`config.mk`:
```
export PLATFORM = sky130hd
export DESIGN_NAME = anfe_logger
export DESIGN_NICKNAME = d
export VERILOG_FILES = /design/src/rtl/anfe_pkg.sv /design/src/rtl/anfe_qualify.sv /design/src/rtl/anfe_sticky_bits.sv /design/src/rtl/anfe_first_log.sv /design/src/rtl/anfe_logger.sv
export SDC_FILE = /design/constraint.sdc
export NUM_CORES = 1
export LEC_CHECK = 0
export BUFFER_PORTS_ARGS = -buffer_cell sky130_fd_sc_hd__buf_2
export CELL_PAD_IN_SITES_DETAIL_PLACEMENT = 0
export CELL_PAD_IN_SITES_GLOBAL_PLACEMENT = 2
export CORE_UTILIZATION = 29
export DETAILED_ROUTE_END_ITERATION = 10
export PLACE_DENSITY_LB_ADDON = 0.1
export SLEW_MARGIN = 20
export SYNTH_ARGS = -nofsm -noshare
export SYNTH_HDL_FRONTEND = slang
export SYNTH_HIERARCHICAL = 1
export SYNTH_SLANG_ARGS = --single-unit
```
`constraint.sdc`:
```
create_clock -name clk -period 4.19 [get_ports clk]
set_input_delay 0.419 -clock clk [delete_from_list [all_inputs] [get_ports clk]]
set_output_delay 0.419 -clock clk [all_outputs]
set_load 0.01 [all_outputs]
```
`src/rtl/anfe_pkg.sv`:
```
// Shared types for the advisory non-fatal error logger.
package anfe_pkg;

    // Actions chosen for one event: record, set status, log header, request message.
    typedef struct packed {
        logic nonfatal;
        logic set_unc;
        logic log_hdr;
        logic send_msg;
    } anfe_act_t;

endpackage

```
`src/rtl/anfe_qualify.sv`:
```
// Decides, combinationally, what an incoming error event is allowed to do.
// Assumes the event is valid for one cycle only and that the configuration
// inputs are stable around it. An index at or above NUM_TYPES gives no action.
module anfe_qualify
    import anfe_pkg::*;
#(
    parameter  int NUM_TYPES = 32,
    localparam int TYPE_W    = (NUM_TYPES > 1) ? $clog2(NUM_TYPES) : 1
) (
    input  logic                 evt_valid,
    input  logic [TYPE_W-1:0]    evt_type,
    input  logic [NUM_TYPES-1:0] cfg_sev_fatal,
    input  logic [NUM_TYPES-1:0] cfg_unc_mask,
    input  logic                 cfg_adv_mask,
    input  logic                 cfg_cor_msg_en,
    input  logic                 ptr_held,
    output logic [NUM_TYPES-1:0] type_oh,
    output anfe_act_t            act
);

    localparam logic [TYPE_W:0] TYPE_LIMIT = (TYPE_W + 1)'(NUM_TYPES);

    logic type_in_range;
    logic sev_is_fatal;
    logic type_masked;

    // Decode the index into a one-hot vector, which is empty when the index is out of range.
    always_comb begin
        type_in_range = ({1'b0, evt_type} < TYPE_LIMIT);
        type_oh       = type_in_range ? (NUM_TYPES'(1) << evt_type) : '0;
    end

    // Look up the per-type severity and mask bits through the one-hot vector.
    always_comb begin
        sev_is_fatal = |(cfg_sev_fatal & type_oh);
        type_masked  = |(cfg_unc_mask & type_oh);
    end

    // Build the gating chain from the detected flags down to the message request.
    always_comb begin
        act.nonfatal = evt_valid & type_in_range & ~sev_is_fatal;
        act.set_unc  = act.nonfatal & ~cfg_adv_mask;
        act.log_hdr  = act.set_unc & ~type_masked & ~ptr_held;
        act.send_msg = act.set_unc & cfg_cor_msg_en;
    end

endmodule

```
`src/rtl/anfe_sticky_bits.sv`:
```
// A vector of sticky status bits with write-1-to-clear.
// If a set and a clear reach the same bit in one cycle, the set wins.
module anfe_sticky_bits #(
    parameter int W = 1
) (
    input  logic         clk,
    input  logic         rst_n,
    input  logic [W-1:0] set_i,
    input  logic [W-1:0] clr_i,
    output logic [W-1:0] q_o
);

    for (genvar i = 0; i < W; i++) begin : g_bit
        logic bit_q;

        // Hold one bit: set has priority over clear.
        always_ff @(posedge clk) begin
            if (!rst_n)         bit_q <= 1'b0;
            else if (set_i[i])  bit_q <= 1'b1;
            else if (clr_i[i])  bit_q <= 1'b0;
        end

        assign q_o[i] = bit_q;
    end

endmodule

```
`src/rtl/anfe_first_log.sv`:
```
// Holds the first-error pointer, its valid flag and the header log.
// Assumes log_i is only raised while the valid flag is low. The pointer
// therefore always names an in-range type.
module anfe_first_log #(
    parameter  int NUM_TYPES = 32,
    parameter  int HDR_W     = 128,
    localparam int TYPE_W    = (NUM_TYPES > 1) ? $clog2(NUM_TYPES) : 1
) (
    input  logic                 clk,
    input  logic                 rst_n,
    input  logic                 log_i,
    input  logic [TYPE_W-1:0]    type_i,
    input  logic [HDR_W-1:0]     hdr_i,
    input  logic [NUM_TYPES-1:0] set_oh_i,
    input  logic [NUM_TYPES-1:0] clr_i,
    output logic [TYPE_W-1:0]    ptr_o,
    output logic                 vld_o,
    output logic [HDR_W-1:0]     hdr_o
);

    logic [NUM_TYPES-1:0] ptr_oh;
    logic                 release_ptr;

    // The held pointer is released when its status bit is cleared and not set again in the same cycle.
    always_comb begin
        ptr_oh      = NUM_TYPES'(1) << ptr_o;
        release_ptr = vld_o & |(ptr_oh & clr_i & ~set_oh_i);
    end

    // Track the valid flag.
    always_ff @(posedge clk) begin
        if (!rst_n)           vld_o <= 1'b0;
        else if (log_i)       vld_o <= 1'b1;
        else if (release_ptr) vld_o <= 1'b0;
    end

    // Capture the pointer and the header on a log event.
    always_ff @(posedge clk) begin
        if (!rst_n) begin
            ptr_o <= '0;
            hdr_o <= '0;
        end else if (log_i) begin
            ptr_o <= type_i;
            hdr_o <= hdr_i;
        end
    end

endmodule

```
`src/rtl/anfe_logger.sv`:
```
// Top of the advisory non-fatal error logger. It reports non-fatal errors as
// correctable advisories, keeps the sticky records and requests the messages.
// It has no stall path: an event can be taken on every cycle.
module anfe_logger
    import anfe_pkg::*;
#(
    parameter  int NUM_TYPES = 32,
    parameter  int HDR_W     = 128,
    localparam int TYPE_W    = (NUM_TYPES > 1) ? $clog2(NUM_TYPES) : 1
) (
    input  logic                 clk,
    input  logic                 rst_n,
    input  logic                 evt_valid,
    input  logic [TYPE_W-1:0]    evt_type,
    input  logic [HDR_W-1:0]     evt_hdr,
    input  logic [NUM_TYPES-1:0] cfg_sev_fatal,
    input  logic [NUM_TYPES-1:0] cfg_unc_mask,
    input  logic                 cfg_adv_mask,
    input  logic                 cfg_cor_msg_en,
    input  logic [NUM_TYPES-1:0] clr_unc_sts,
    input  logic                 clr_adv_sts,
    input  logic                 clr_cor_det,
    output logic                 cor_det,
    output logic                 adv_sts,
    output logic [NUM_TYPES-1:0] unc_sts,
    output logic [TYPE_W-1:0]    first_ptr,
    output logic                 first_ptr_vld,
    output logic [HDR_W-1:0]     hdr_log,
    output logic                 cor_msg_req
);

    anfe_act_t            act;
    logic [NUM_TYPES-1:0] type_oh;
    logic [NUM_TYPES-1:0] unc_set_oh;
    logic [1:0]           flag_q;

    anfe_qualify #(.NUM_TYPES(NUM_TYPES)) u_qual (
        .evt_valid      (evt_valid),
        .evt_type       (evt_type),
        .cfg_sev_fatal  (cfg_sev_fatal),
        .cfg_unc_mask   (cfg_unc_mask),
        .cfg_adv_mask   (cfg_adv_mask),
        .cfg_cor_msg_en (cfg_cor_msg_en),
        .ptr_held       (first_ptr_vld),
        .type_oh        (type_oh),
        .act            (act)
    );

    // Select the status bit to set, but only when the advisory is unmasked.
    always_comb unc_set_oh = act.set_unc ? type_oh : '0;

    anfe_sticky_bits #(.W(NUM_TYPES)) u_unc (
        .clk   (clk),
        .rst_n (rst_n),
        .set_i (unc_set_oh),
        .clr_i (clr_unc_sts),
        .q_o   (unc_sts)
    );

    anfe_sticky_bits #(.W(2)) u_flags (
        .clk   (clk),
        .rst_n (rst_n),
        .set_i ({act.nonfatal, act.nonfatal}),
        .clr_i ({clr_cor_det, clr_adv_sts}),
        .q_o   (flag_q)
    );

    assign cor_det = flag_q[1];
    assign adv_sts = flag_q[0];

    anfe_first_log #(.NUM_TYPES(NUM_TYPES), .HDR_W(HDR_W)) u_log (
        .clk      (clk),
        .rst_n    (rst_n),
        .log_i    (act.log_hdr),
        .type_i   (evt_type),
        .hdr_i    (evt_hdr),
        .set_oh_i (unc_set_oh),
        .clr_i    (clr_unc_sts),
        .ptr_o    (first_ptr),
        .vld_o    (first_ptr_vld),
        .hdr_o    (hdr_log)
    );

    // Register the message request, giving a one-cycle pulse per qualifying event.
    always_ff @(posedge clk) begin
        if (!rst_n) cor_msg_req <= 1'b0;
        else        cor_msg_req <= act.send_msg;
    end

endmodule

```
==> summary.txt, run 1 <==
Synth
  • Main flop type after synthesis: dfxtp_1
  • EDFF count, synth: 0
  • Adder-cell share of the synthesized area: 0
  • Synthesized flop and latch total: 169
  • Simple-gate share of the synthesized area: 0.2585
  • Register area share after synthesis: 0.4088
  • Syn avg cell area: 9.923 µm²
  • Post-Synth XOR/XNOR Area: 0
  • Async set-reset flop share out of synthesis: 0
  • Synth area leader: dfxtp_1
  • Post-synth top area share: 0.4088
  • Post-synthesis mux area share: 0.1736
  • Syn_nets: 1,070
  • Largest family of logic cells by synthesized area: simple AND/OR/NAND/NOR gates
  • Synth cell types: 73
  • Synth warn: 6
  • Post-Synthesis Cells: 834
  • Netlist Area Pre-Place: 8275 µm²
  • Synth top area cells: dfxtp_1 (41%), mux2i_1 (17%), nor2b_1 (13%)
  • Compound-Gate Fraction of Synth Area: 0.08089

Clock tree
  • Clk sinks: 169
  • Clock network latency to the later pin of the worst-skew pair: 430 ps
  • CTS tree: done
  • Clk buf depth: 2
  • Resize count post-CTS: 0
  • Hold_buf cts: 0
  • CTS root buf: clkbuf_16
  • Total CTS buffers: 17
  • Clock-pin slew on the worst setup and hold paths: 80 ps
  • Setup bufs post-CTS: 0
  • H-tree Lvls: 4

STA
  • Skew final: 15.24 ps
  • Hold Violations, Final: 0
  • Setup_tns: 0 ps
  • Final Max Tran Viols: 0
  • Minimum clock period: 3148 ps
  • Finish-stage setup viols: 0
  • Fin crit share: 0.7514
  • Worst slew pin tran: 855.6 ps
  • Slew headroom: 0.4296
  • Fmax: 317.6 MHz
  • RSZ-0062 raised after global routing: no
  • Worst hold margin: 240.5 ps

Floorplan
  • Core area: 27,930 µm²
  • Rows: 61
  • Chip Width: 170.9 µm
  • Full die area: 29,220 µm²
  • Die Y-Extent: 170.9 µm
  • Initial Utilization: 0.2962
  • I/O Pins: 405

Placed design
  • Post-DP HPWL: 21,150 µm
  • IO Port Bufs: 404
  • GP Congestion: 0.8064

Worst setup path
  • CP required: 4510 ps
  • CP max stage cell: and4_4
  • CP Capture Type: flip-flop
  • Crit. Startpoint: evt_type[3]
  • Critical path's top delay family: simple AND/OR/NAND/NOR gates
  • Max stage delay on crit path: 570 ps
  • Worst-path cell chain: buf_2 -> or3b_1 -> nor2_4 -> a32oi_1 -> o2111ai_1 -> and4b_1 -> and4_4 -> buf_4 -> mux2i_1 -> nor2b_1
  • Worst setup path category: in -> reg
  • Worst setup SP type: input pin
  • R2r startpoint: u_log/vld_o$_SDFFE_PN0P_
  • Worst Path Arrival: 3470 ps
  • Crit path max fanout: 31
  • Buf/Inv on CP: 2

Finish
  • Layout cells sized above 1: 0.4183
  • Fill cells: 2,958
  • Nets: 1,417
  • Area Overhead vs Synth: 32.04%

Global routing
  • First-pass GRT wire length: 40,910 µm
  • Pin count of the biggest net entering global routing: 96
  • Grt ovf: 0
  • Initial antenna violation count: 6
  • Vias in the first global route: 7,191
  • Total track usage: 0.1860

Route
  • Drt via density: 4.507
  • Drt total wl: 27,700 µm
  • Via count: 7,090
  • Iter 0 DRT Violations: 288
  • Antenna viol nets, final: 0
  • Drt wl/cell: 17.61 µm
  • DRC Markers: 0
  • TritonRoute pass-1 iters: 4

Power and ir drop
  • PD cells: 351.4 nW/µm²
  • Peak supply drop: 0.0002842 V
  • Post-layout power: 3.839 mW
  • Static Leakage: 4.701 nW

Status
  • Outcome: completed

Run
  • Max-cap viol count: 0

Worst hold path
  • Hold/Removal Path Class: in -> reg
  • Hold Crit Start: evt_hdr[60]
-- worst register-to-register path: stages (launching register included) --
cell	delay [ps]
dfxtp_1	370
a2111oi_1	290
and4_4	540
buf_4	370
mux2i_1	240
nor2b_1	60
-- synthesized netlist by cell type, drive strengths merged, types with 3 or more instances --
| cell type | instances |
|---|---|
| a2111oi | 3 |
| a21oi | 8 |
| a22oi | 5 |
| a32oi | 4 |
| and2 | 36 |
| and4b | 3 |
| buf | 73 |
| clkbuf | 19 |
| dfxtp | 169 |
| inv | 5 |
| mux2i | 139 |
| nand2 | 19 |
| nand2b | 11 |
| nand3 | 7 |
| nand3b | 6 |
| nand4 | 5 |
| nor2 | 41 |
| nor2b | 173 |
| nor3b | 9 |
| nor4 | 6 |
| nor4b | 7 |
| o211ai | 4 |
| o21a | 34 |
| o21ai | 4 |
| o221ai | 3 |
| or3b | 4 |
-- registers in the layout (all words and copies together) (netlist names) --
signal / count
u_log/hdr_o: 128
u_unc/g_bit.bit_q: 32
u_log/ptr_o: 5
u_flags/g_bit.bit_q: 2
cor_msg_req: 1
u_log/vld_o: 1
-- worst paths after layout --
path | endpoint | slack (ps) | cells past startpoint
max | u_log/hdr_o[112]$_SDFFE_PN0P_ | 1040 | 10
min | u_log/hdr_o[60]$_SDFFE_PN0P_ | 240 | 3
max reg2reg | u_log/hdr_o[112]$_SDFFE_PN0P_ | 2230 | 5
min reg2reg | u_log/hdr_o[41]$_SDFFE_PN0P_ | 510 | 2
-- cells in the final DEF, fill, tap and decap left out, types with 3 or more instances in the layout --
cell type,n
buf_2,403
nor2b_1,171
dfxtp_1,169
mux2i_1,139
nor2_1,39
o21a_1,34
and2_2,32
clkbuf_16,17
nand2_1,17
buf_4,13
nand2b_1,11
nor3b_1,9
a21oi_1,8
nor4b_1,7
nand3_1,7
nor4_1,6
nand3b_1,6
inv_1,5
nand4_1,5
a22oi_1,5
and2_1,4
inv_6,4
clkinv_8,4
o211ai_1,4
buf_12,4
a32oi_1,4
clkinv_4,3
or3b_1,3
o221ai_1,3
and4b_1,3
-- final cells by class --
| type | count | area, µm² | area share |
|---|---|---|---|
| multi-input combinational | 568 | 4248 | 0.3888 |
| sequential | 169 | 3383 | 0.3096 |
| timing repair buffer | 420 | 2195 | 0.2008 |
| tap | 378 | 473.0 | 0.04328 |
| clock buffer | 17 | 425.4 | 0.03893 |
| clock inverter | 14 | 178.9 | 0.01637 |
| inverter | 5 | 18.77 | 0.001718 |
| antenna | 2 | 5.005 | 0.0004580 |
-- logic make-up (layout without fill, tap and decap cells) --
logic type      count (synthesis)  after routing
other cells                     0              2
compound gates                 84             84
mux                           142            142
simple gates                  342            342
flops                         169            169
buf+inv                        97            456
-- metrics by stage --
| stage | std cells | cell area, µm² | util | setup slack (ps) |
|---|---|---|---|---|
| after floorplan | 834 | 8275 | - | 1451 |
| after global placement | 1540 | 10320 | 0.3693 | 708.1 |
| after detailed placement | 1540 | 10320 | 0.3693 | 548.8 |
| after CTS | 1571 | 10920 | 0.3910 | 987.2 |
| after global routing | 1573 | 10930 | 0.3912 | 707.2 |
| final | 1573 | 10930 | 0.3912 | 1042 |
-- power by group --
| group | internal [mW] | switching [mW] |
|---|---|---|
| registers | 1.66 | 0.0330 |
| clock network | 0.855 | 0.771 |
| logic | 0.261 | 0.260 |
-- metal layers --
layer  track usage  share of wire  up-vias
li1              -              -     3522
met1        0.2048           0.40     3280
met2        0.3295           0.50      241
met3       0.06384          0.076       39
met4       0.06755          0.021        8
met5             0         0.0019        -
Note: power is estimated with default switching activity, not from simulation.
==> inputs of run 2 (changes only) <==
--- a/config.mk
+++ b/config.mk
@@ -8,7 +8,7 @@
 export BUFFER_PORTS_ARGS = -buffer_cell sky130_fd_sc_hd__buf_2
 export CELL_PAD_IN_SITES_DETAIL_PLACEMENT = 0
 export CELL_PAD_IN_SITES_GLOBAL_PLACEMENT = 2
-export CORE_UTILIZATION = 29
+export CORE_UTILIZATION = 26
 export DETAILED_ROUTE_END_ITERATION = 10
 export PLACE_DENSITY_LB_ADDON = 0.1
 export SLEW_MARGIN = 20
==> constraint.sdc (replaced) <==
create_clock -name clk -period 3.2 [get_ports clk]
set_input_delay 0.32 -clock clk [delete_from_list [all_inputs] [get_ports clk]]
set_output_delay 0.32 -clock clk [all_outputs]
set_load 0.01 [all_outputs]
==> summary.txt, run 2 (synthesis results as in run 1) <==
Status
  • Outcome: completed

Clock tree
  • Clk buf depth: 2 (unchanged)
  • Resize count post-CTS: 0 (unchanged)
  • CTS tree: done
  • Hold_buf cts: 0 (unchanged)
  • CTS root buf: clkbuf_16
  • Total CTS buffers: 17 (unchanged)
  • H-tree Lvls: 4 (unchanged)
  • Clock network latency to the later pin of the worst-skew pair: 440 ps (about the same)
  • Clock-pin slew on the worst setup and hold paths: 70 ps (about the same)
  • Clk sinks: 169 (unchanged)
  • Setup bufs post-CTS: 0 (unchanged)

STA
  • Minimum clock period: 2597 ps
  • Hold Violations, Final: 0 (unchanged)
  • Setup_tns: 0 ps (unchanged)
  • RSZ-0062 raised after global routing: no
  • Skew final: 9.309 ps (-5.935 ps)
  • Finish-stage setup viols: 0 (unchanged)
  • Fmax: 385.0 MHz
  • Final Max Tran Viols: 0 (unchanged)
  • Fin crit share: 0.8116
  • Slew headroom: 0.6232 (+0.1936)
  • Worst slew pin tran: 565.2 ps (-290.4 ps)

Global routing
  • Total track usage: 0.1758 (-0.01026)
  • Grt ovf: 0 (unchanged)
  • Pin count of the biggest net entering global routing: 122 (+27%)
  • Initial antenna violation count: 5 (-1)
  • Vias in the first global route: 7,153 (-0.53%)
  • First-pass GRT wire length: 43,260 µm (+5.7%)

Worst setup path
  • Worst setup path category: in -> reg
  • Worst setup SP type: input pin
  • Crit path max fanout: 32 (+3.2%)
  • CP Capture Type: flip-flop
  • CP required: 3560 ps (-950 ps)
  • Worst Path Arrival: 2960 ps (-510 ps)

Floorplan
  • Rows: 64 (+4.9%)
  • Chip Width: 180.4 µm (+5.5%)
  • Full die area: 32,550 µm² (+11%)
  • Core area: 30,990 µm² (+11%)
  • Die Y-Extent: 180.4 µm (+5.5%)
  • Initial Utilization: 0.2670 (-0.02921)
  • I/O Pins: 405 (unchanged)

Route
  • Via count: 7,071 (-0.27%)
  • Drt via density: 4.397 (-2.4%)
  • Iter 0 DRT Violations: 258 (-10%)
  • DRC Markers: 0 (unchanged)
  • Antenna viol nets, final: 0 (unchanged)
  • TritonRoute pass-1 iters: 4 (unchanged)
  • Drt total wl: 28,760 µm (+3.8%)
  • Drt wl/cell: 17.89 µm (+1.6%)

Finish
  • Most frequent cells in the layout: buf_2 (403), nor2b_1 (171), dfxtp_1 (169), mux2i_1 (139), nor2_1 (39)
  • Max reg flops: 128 (unchanged)
  • Commonest non-fill, non-tap cell in the layout: buf_2
  • Nets: 1,433 (+1.1%)
  • Top Registers: u_log/hdr_o: 128 flops, u_unc/g_bit.bit_q: 32 flops, u_log/ptr_o: 5 flops
  • Area Overhead vs Synth: 34.61%
  • Biggest register: u_log/hdr_o
  • Fill cells: 3,312 (+12%)
  • Post-Layout Cell Count: 1,608 (+2.2%)
  • Final core occ: 0.3595 (-0.03170)
  • Layout cells sized above 1: 0.4264 (+0.008173)

Placed design
  • IO Port Bufs: 404 (unchanged)
  • # placed instances: 1,574 (+2.2%)
  • Post-DP HPWL: 22,170 µm (+4.8%)
  • GP Congestion: 0.8071 (about the same)

Power and ir drop
  • Static Leakage: 4.796 nW (+2.0%)
  • PD cells: 455.7 nW/µm² (+30%)
  • Peak supply drop: 0.0003312 V (+17%)

Worst hold path
  • Hold/Removal Path Class: in -> reg

Run
  • Max-cap viol count: 0 (unchanged)
run 2: per-layer routing:
layer  GRT usage  vias up  part of all wire  routed length, µm
met3     0.06366       18             0.076               2191
met2      0.3121      226              0.51              14530
met4     0.05128        6             0.010                289
li1            -     3563                 -                  -
met1      0.1954     3258              0.41              11700
met5           0        -            0.0015                 44
run 2: final timing paths:
check | startpoint | end | slack, ps | depth (start not counted)
worst max-delay path | evt_type[2] | u_log/vld_o$_SDFFE_PN0P_ | 600 | 14
worst min-delay path | evt_hdr[106] | u_log/hdr_o[106]$_SDFFE_PN0P_ | 130 | 3
worst max register to register | u_log/vld_o$_SDFFE_PN0P_ | u_log/hdr_o[101]$_SDFFE_PN0P_ | 1360 | 6
worst min register to register | u_log/hdr_o[69]$_SDFFE_PN0P_ | u_log/hdr_o[69]$_SDFFE_PN0P_ | 510 | 2
run 2: final cells by class:
class,instances,area (µm²),area share
diodes,2,5.005,0.0004493
clock buffers,18,439.2,0.03943
clock inverters,14,160.2,0.01438
inverters,5,18.77,0.001685
multi-input cells,568,4248,0.3813
flip-flops and latches,169,3383,0.3037
well taps,396,495.5,0.04448
repair buffers,436,2390,0.2145
run 2: critical path: stages:
cell and delay, ps:
buf_2 150, buf_12 170, and2_1 190, a22oi_1 220
nor2_1 90, a2111oi_4 300, and4b_1 360, buf_12 200
and2_2 160, nand3b_1 110, a21oi_1 70, nor4_1 370
nand4_1 130, o211ai_1 110
run 2: where the power goes:
part	internal, mW	leakage (nW)	switching, mW
registers	2.17	1.37	0.0400
logic	0.365	3.14	0.357
clock network	1.19	0.292	0.950
total	3.73	4.80	1.35
run 2: stage by stage:
stage / cell area [µm²] / hold WS (ps) / total power [mW] / worst slack [ps]
after floorplan: 8275 / 437.5 / 2.649 / 559.7
after global placement: 10540 / 490.7 / 2.995 / 201.9
after detailed placement: 10540 / 496.2 / 2.992 / 162.0
after CTS: 11130 / 100.5 / 5.171 / 641.0
after global routing: 11140 / 115.9 / 5.312 / 373.8
final: 11140 / 133.5 / 5.076 / 602.9
==> inputs of run 3 (changes only) <==
--- a/config.mk
+++ b/config.mk
@@ -5,10 +5,11 @@
 export SDC_FILE = /design/constraint.sdc
 export NUM_CORES = 1
 export LEC_CHECK = 0
+export ABC_AREA = 1
 export BUFFER_PORTS_ARGS = -buffer_cell sky130_fd_sc_hd__buf_2
 export CELL_PAD_IN_SITES_DETAIL_PLACEMENT = 0
 export CELL_PAD_IN_SITES_GLOBAL_PLACEMENT = 2
-export CORE_UTILIZATION = 26
+export CORE_UTILIZATION = 23
 export DETAILED_ROUTE_END_ITERATION = 10
 export PLACE_DENSITY_LB_ADDON = 0.1
 export SLEW_MARGIN = 20
==> constraint.sdc (replaced) <==
create_clock -name clk -period 2.57 [get_ports clk]
set_input_delay 0.257 -clock clk [delete_from_list [all_inputs] [get_ports clk]]
set_output_delay 0.257 -clock clk [all_outputs]
set_load 0.01 [all_outputs]
==> summary.txt, run 3 <==
Status
  • Outcome: completed

Synth
  • Post-synth top area share: 0.4246 (+0.01573)
  • Post-Synthesis Cells: 1,203 (+44%)
  • Compound-Gate Fraction of Synth Area: 0.1236 (+0.04268)
  • Netlist Area Pre-Place: 7969 µm² (-3.7%)
  • EDFF count, synth: 0 (unchanged)
  • Synth top area cells: dfxtp_1 (42%), nor2_1 (17%), nand2_1 (9.3%)
  • Syn_nets: 1,439 (+34%)
  • Synth area leader: dfxtp_1
  • Register area share after synthesis: 0.4246 (+0.01573)
  • Syn avg cell area: 6.624 µm² (-33%)
  • Post-Synth XOR/XNOR Area: 0 (unchanged)
  • Most used standard cell by instance count after synthesis: nor2_1
  • Synthesized flop and latch total: 169 (unchanged)
  • Adder-cell share of the synthesized area: 0 (unchanged)
  • Async set-reset flop share out of synthesis: 0 (unchanged)
  • Simple-gate share of the synthesized area: 0.3052 (+0.04669)
  • Largest family of logic cells by synthesized area: simple AND/OR/NAND/NOR gates
  • Commonest cells post-synth: nor2_1 (359), nand2_1 (197), dfxtp_1 (169)
  • Main flop type after synthesis: dfxtp_1
  • Synth warn: 6 (unchanged)
  • Synth cell types: 23 (-68%)
  • Post-synthesis mux area share: 0 (-0.1736)

Power and ir drop
  • PD cells: 602.5 nW/µm² (+32%)
  • Clock Power Share: 0.414 (-0.008)
  • Power share of the combinational group: 0.170 (+0.028)
  • Peak supply drop: 0.0004521 V (+36%)
  • Net Switching: 1.973 mW (+46%)
  • Sw Ratio: 0.2836 (+0.01830)
  • Pint: 4.983 mW (+34%)
  • Seq pwr share: 0.416 (-0.020)
  • Static Leakage: 6.324 nW (+32%)

Run
  • Max-cap viol count: 0 (unchanged)

Route
  • TritonRoute pass-1 iters: 5 (+1)
  • DRC Markers: 0 (unchanged)
  • Drt wl/cell: 16.85 µm (-5.8%)
  • Via count: 8,709 (+23%)
  • Antenna viol nets, final: 0 (unchanged)
  • Drt total wl: 35,180 µm (+22%)
  • Drt via density: 4.171 (-5.1%)
  • Iter 0 DRT Violations: 380 (+47%)

Placed design
  • GP Congestion: 0.8620 (+6.8%)
  • Area after DPL: 10,840 µm² (+2.9%)
  • Post-Place Worst Slack: -311.7 ps (-473.7 ps)
  • Post-DP HPWL: 27,200 µm (+23%)
  • IO Port Bufs: 404 (unchanged)

Clock tree
  • CTS tree: done
  • Setup bufs post-CTS: 0 (unchanged)
  • CTS root buf: clkbuf_16
  • Resize count post-CTS: 0 (unchanged)
  • Total CTS buffers: 17 (unchanged)
  • Clk sinks: 169 (unchanged)
  • Hold_buf cts: 0 (unchanged)
  • Clock network latency to the later pin of the worst-skew pair: 440 ps (about the same)
  • H-tree Lvls: 4 (unchanged)
  • Clock-pin slew on the worst setup and hold paths: 70 ps (about the same)
  • Clk buf depth: 2 (unchanged)

STA
  • Hold Violations, Final: 0 (unchanged)
  • Final Max Tran Viols: 0 (unchanged)
  • Finish-stage setup viols: 0 (unchanged)
  • Skew final: 7.948 ps (-1.360 ps)
  • Fmax: 435.3 MHz
  • Minimum clock period: 2297 ps
  • Fin crit share: 0.8939
  • Final WS setup: 272.7 ps (-330.2 ps)
  • Worst slew pin tran: 906.2 ps (+341.0 ps)
  • RSZ-0062 raised after global routing: no
  • Slew headroom: 0.3959 (-0.2273)
  • Worst hold margin: 33.34 ps (-100.2 ps)

Worst setup path
  • Crit. Startpoint: evt_type[2]
  • Worst flop-to-flop path endpoint: u_log/hdr_o[89]$_SDFFE_PN0P_
  • Worst R2R Path Depth: 8 (+2)
  • Worst Path Arrival: 2670 ps (-290 ps)
  • CP Capture Type: flip-flop
  • CP required: 2940 ps (-620 ps)
  • Worst setup SP type: input pin
  • Setup slack, reg-to-reg: 830 ps (-530 ps)
  • Crit path max fanout: 13 (-59%)
  • CP endpoint: u_log/vld_o$_SDFFE_PN0P_
  • Worst setup path category: in -> reg
  • R2r startpoint: u_log/vld_o$_SDFFE_PN0P_

Floorplan
  • Rows: 67 (+4.7%)
  • Initial Utilization: 0.2359 (-0.03116)
  • Core area: 33,780 µm² (+9.0%)
  • I/O Pins: 405 (unchanged)
  • Die Y-Extent: 188.1 µm (+4.3%)
  • Full die area: 35,400 µm² (+8.8%)
  • Chip Width: 188.1 µm (+4.3%)

Finish
  • Layout cells sized above 1: 0.3531 (-0.07333)
  • Biggest register: u_log/hdr_o
  • Commonest non-fill, non-tap cell in the layout: buf_2
  • Nets: 1,858 (+30%)
  • Top Registers: u_log/hdr_o: 128 flops, u_unc/g_bit.bit_q: 32 flops, u_log/ptr_o: 5 flops
  • Most frequent cells in the layout: buf_2 (402), nor2_1 (355), nand2_1 (196), dfxtp_1 (169), inv_1 (145)
  • Max reg flops: 128 (unchanged)
  • Final Instance Area: 11,540 µm² (+3.6%)
  • Area Overhead vs Synth: 44.87%

Global routing
  • Total track usage: 0.1959 (+0.02011)
  • Initial antenna violation count: 8 (+3)
  • First-pass GRT wire length: 51,880 µm (+20%)
  • Vias in the first global route: 8,765 (+23%)
  • Grt ovf: 0 (unchanged)
  • Pin count of the biggest net entering global routing: 118 (-3.3%)

Worst hold path
  • Hold/Removal Path Class: in -> reg
[run 3: cell types whose count changed in the layout (fill, tap and decap cells not counted), moves of 52 or more]
cell     before  now
nor2_1       39  355
nand2_1      17  196
nor2b_1     171    0
inv_1         5  145
mux2i_1     139    0
o21ai_0       2  120
buf_4        23   75
[run 3: routing by layer]
layer / vias up / wire length (µm) / part of all wire / global-route usage
met5: - / 29 / 0.00082 / 0
met2: 284 / 17520 / 0.50 / 0.3437
met3: 37 / 2408 / 0.068 / 0.05484
met4: 4 / 733 / 0.021 / 0.07755
met1: 3892 / 14490 / 0.41 / 0.2226
li1: 4492 / - / - / -
[run 3: worst max-delay path: stages]
cell	delay [ps]
clkbuf_4	180
buf_4	150
nor3_4	60
buf_4	140
nand4_1	60
nand3_1	90
nor2_2	130
nand2_1	70
nor2_2	140
nand3_2	120
inv_4	110
buf_12	150
buf_4	120
nand2_1	70
inv_2	90
inv_1	40
nand2_1	90
nor2_1	60
nor2_1	110
nand2_1	60
nor2_1	90
nand2_1	50
nand2_1	50
nand2_1	60
a21oi_2	120
[run 3: cell type report]
class / instances / area [µm²]
fill: 3808 / 22240
multi-input combinational: 787 / 3441
sequential: 169 / 3383
timing repair buffer: 495 / 2928
inverter: 152 / 578.1
tap: 448 / 560.5
clock buffer: 19 / 452.9
clock inverter: 12 / 186.4
antenna: 6 / 15.01
[run 3: per-stage QoR]
step / setup TNS [ps] / power (mW) / util / cells
3_5_place_dp: -5301 / 4.137 / 0.3210 / 2050
5_1_grt: 0 / 7.298 / 0.3417 / 2088
2_1_floorplan: 0 / 3.475 / - / 1203
6_report: 0 / 6.955 / 0.3417 / 2088
4_1_cts: 0 / 7.074 / 0.3399 / 2081
3_3_place_gp: -5358 / 4.136 / 0.3210 / 2050
[run 3: worst min path at each step]
stage,from,endpoint,slack (ps),depth (start not counted)
after global placement,u_flags/g_bit[1].bit_q$_SDFFE_PN0P_,u_flags/g_bit[1].bit_q$_SDFFE_PN0P_,450,2
final,evt_hdr[21],u_log/hdr_o[21]$_SDFFE_PN0P_,30,3
after detailed placement,u_unc/g_bit[0].bit_q$_SDFFE_PN0P_,u_unc/g_bit[0].bit_q$_SDFFE_PN0P_,450,2
after global routing,evt_hdr[47],u_log/hdr_o[47]$_SDFFE_PN0P_,20,3
after floorplan,rst_n,cor_msg_req$_SDFF_PN0_,350,2
after CTS,evt_hdr[21],u_log/hdr_o[21]$_SDFFE_PN0P_,1,3
[run 3: power by group through the flow]
stage               Clock [mW]  Combinational, mW  Sequential, mW
floorplan                    0              0.455            3.02
global placement             0               1.19            2.94
detailed placement           0               1.19            2.95
CTS                       2.99               1.19            2.89
global route              3.08               1.31            2.91
finish                    2.88               1.18            2.89
[run 3: cells by family after synthesis]
logic type      count (synthesis)
buf+inv                       247
flops                         169
compound gates                173
simple gates                  614
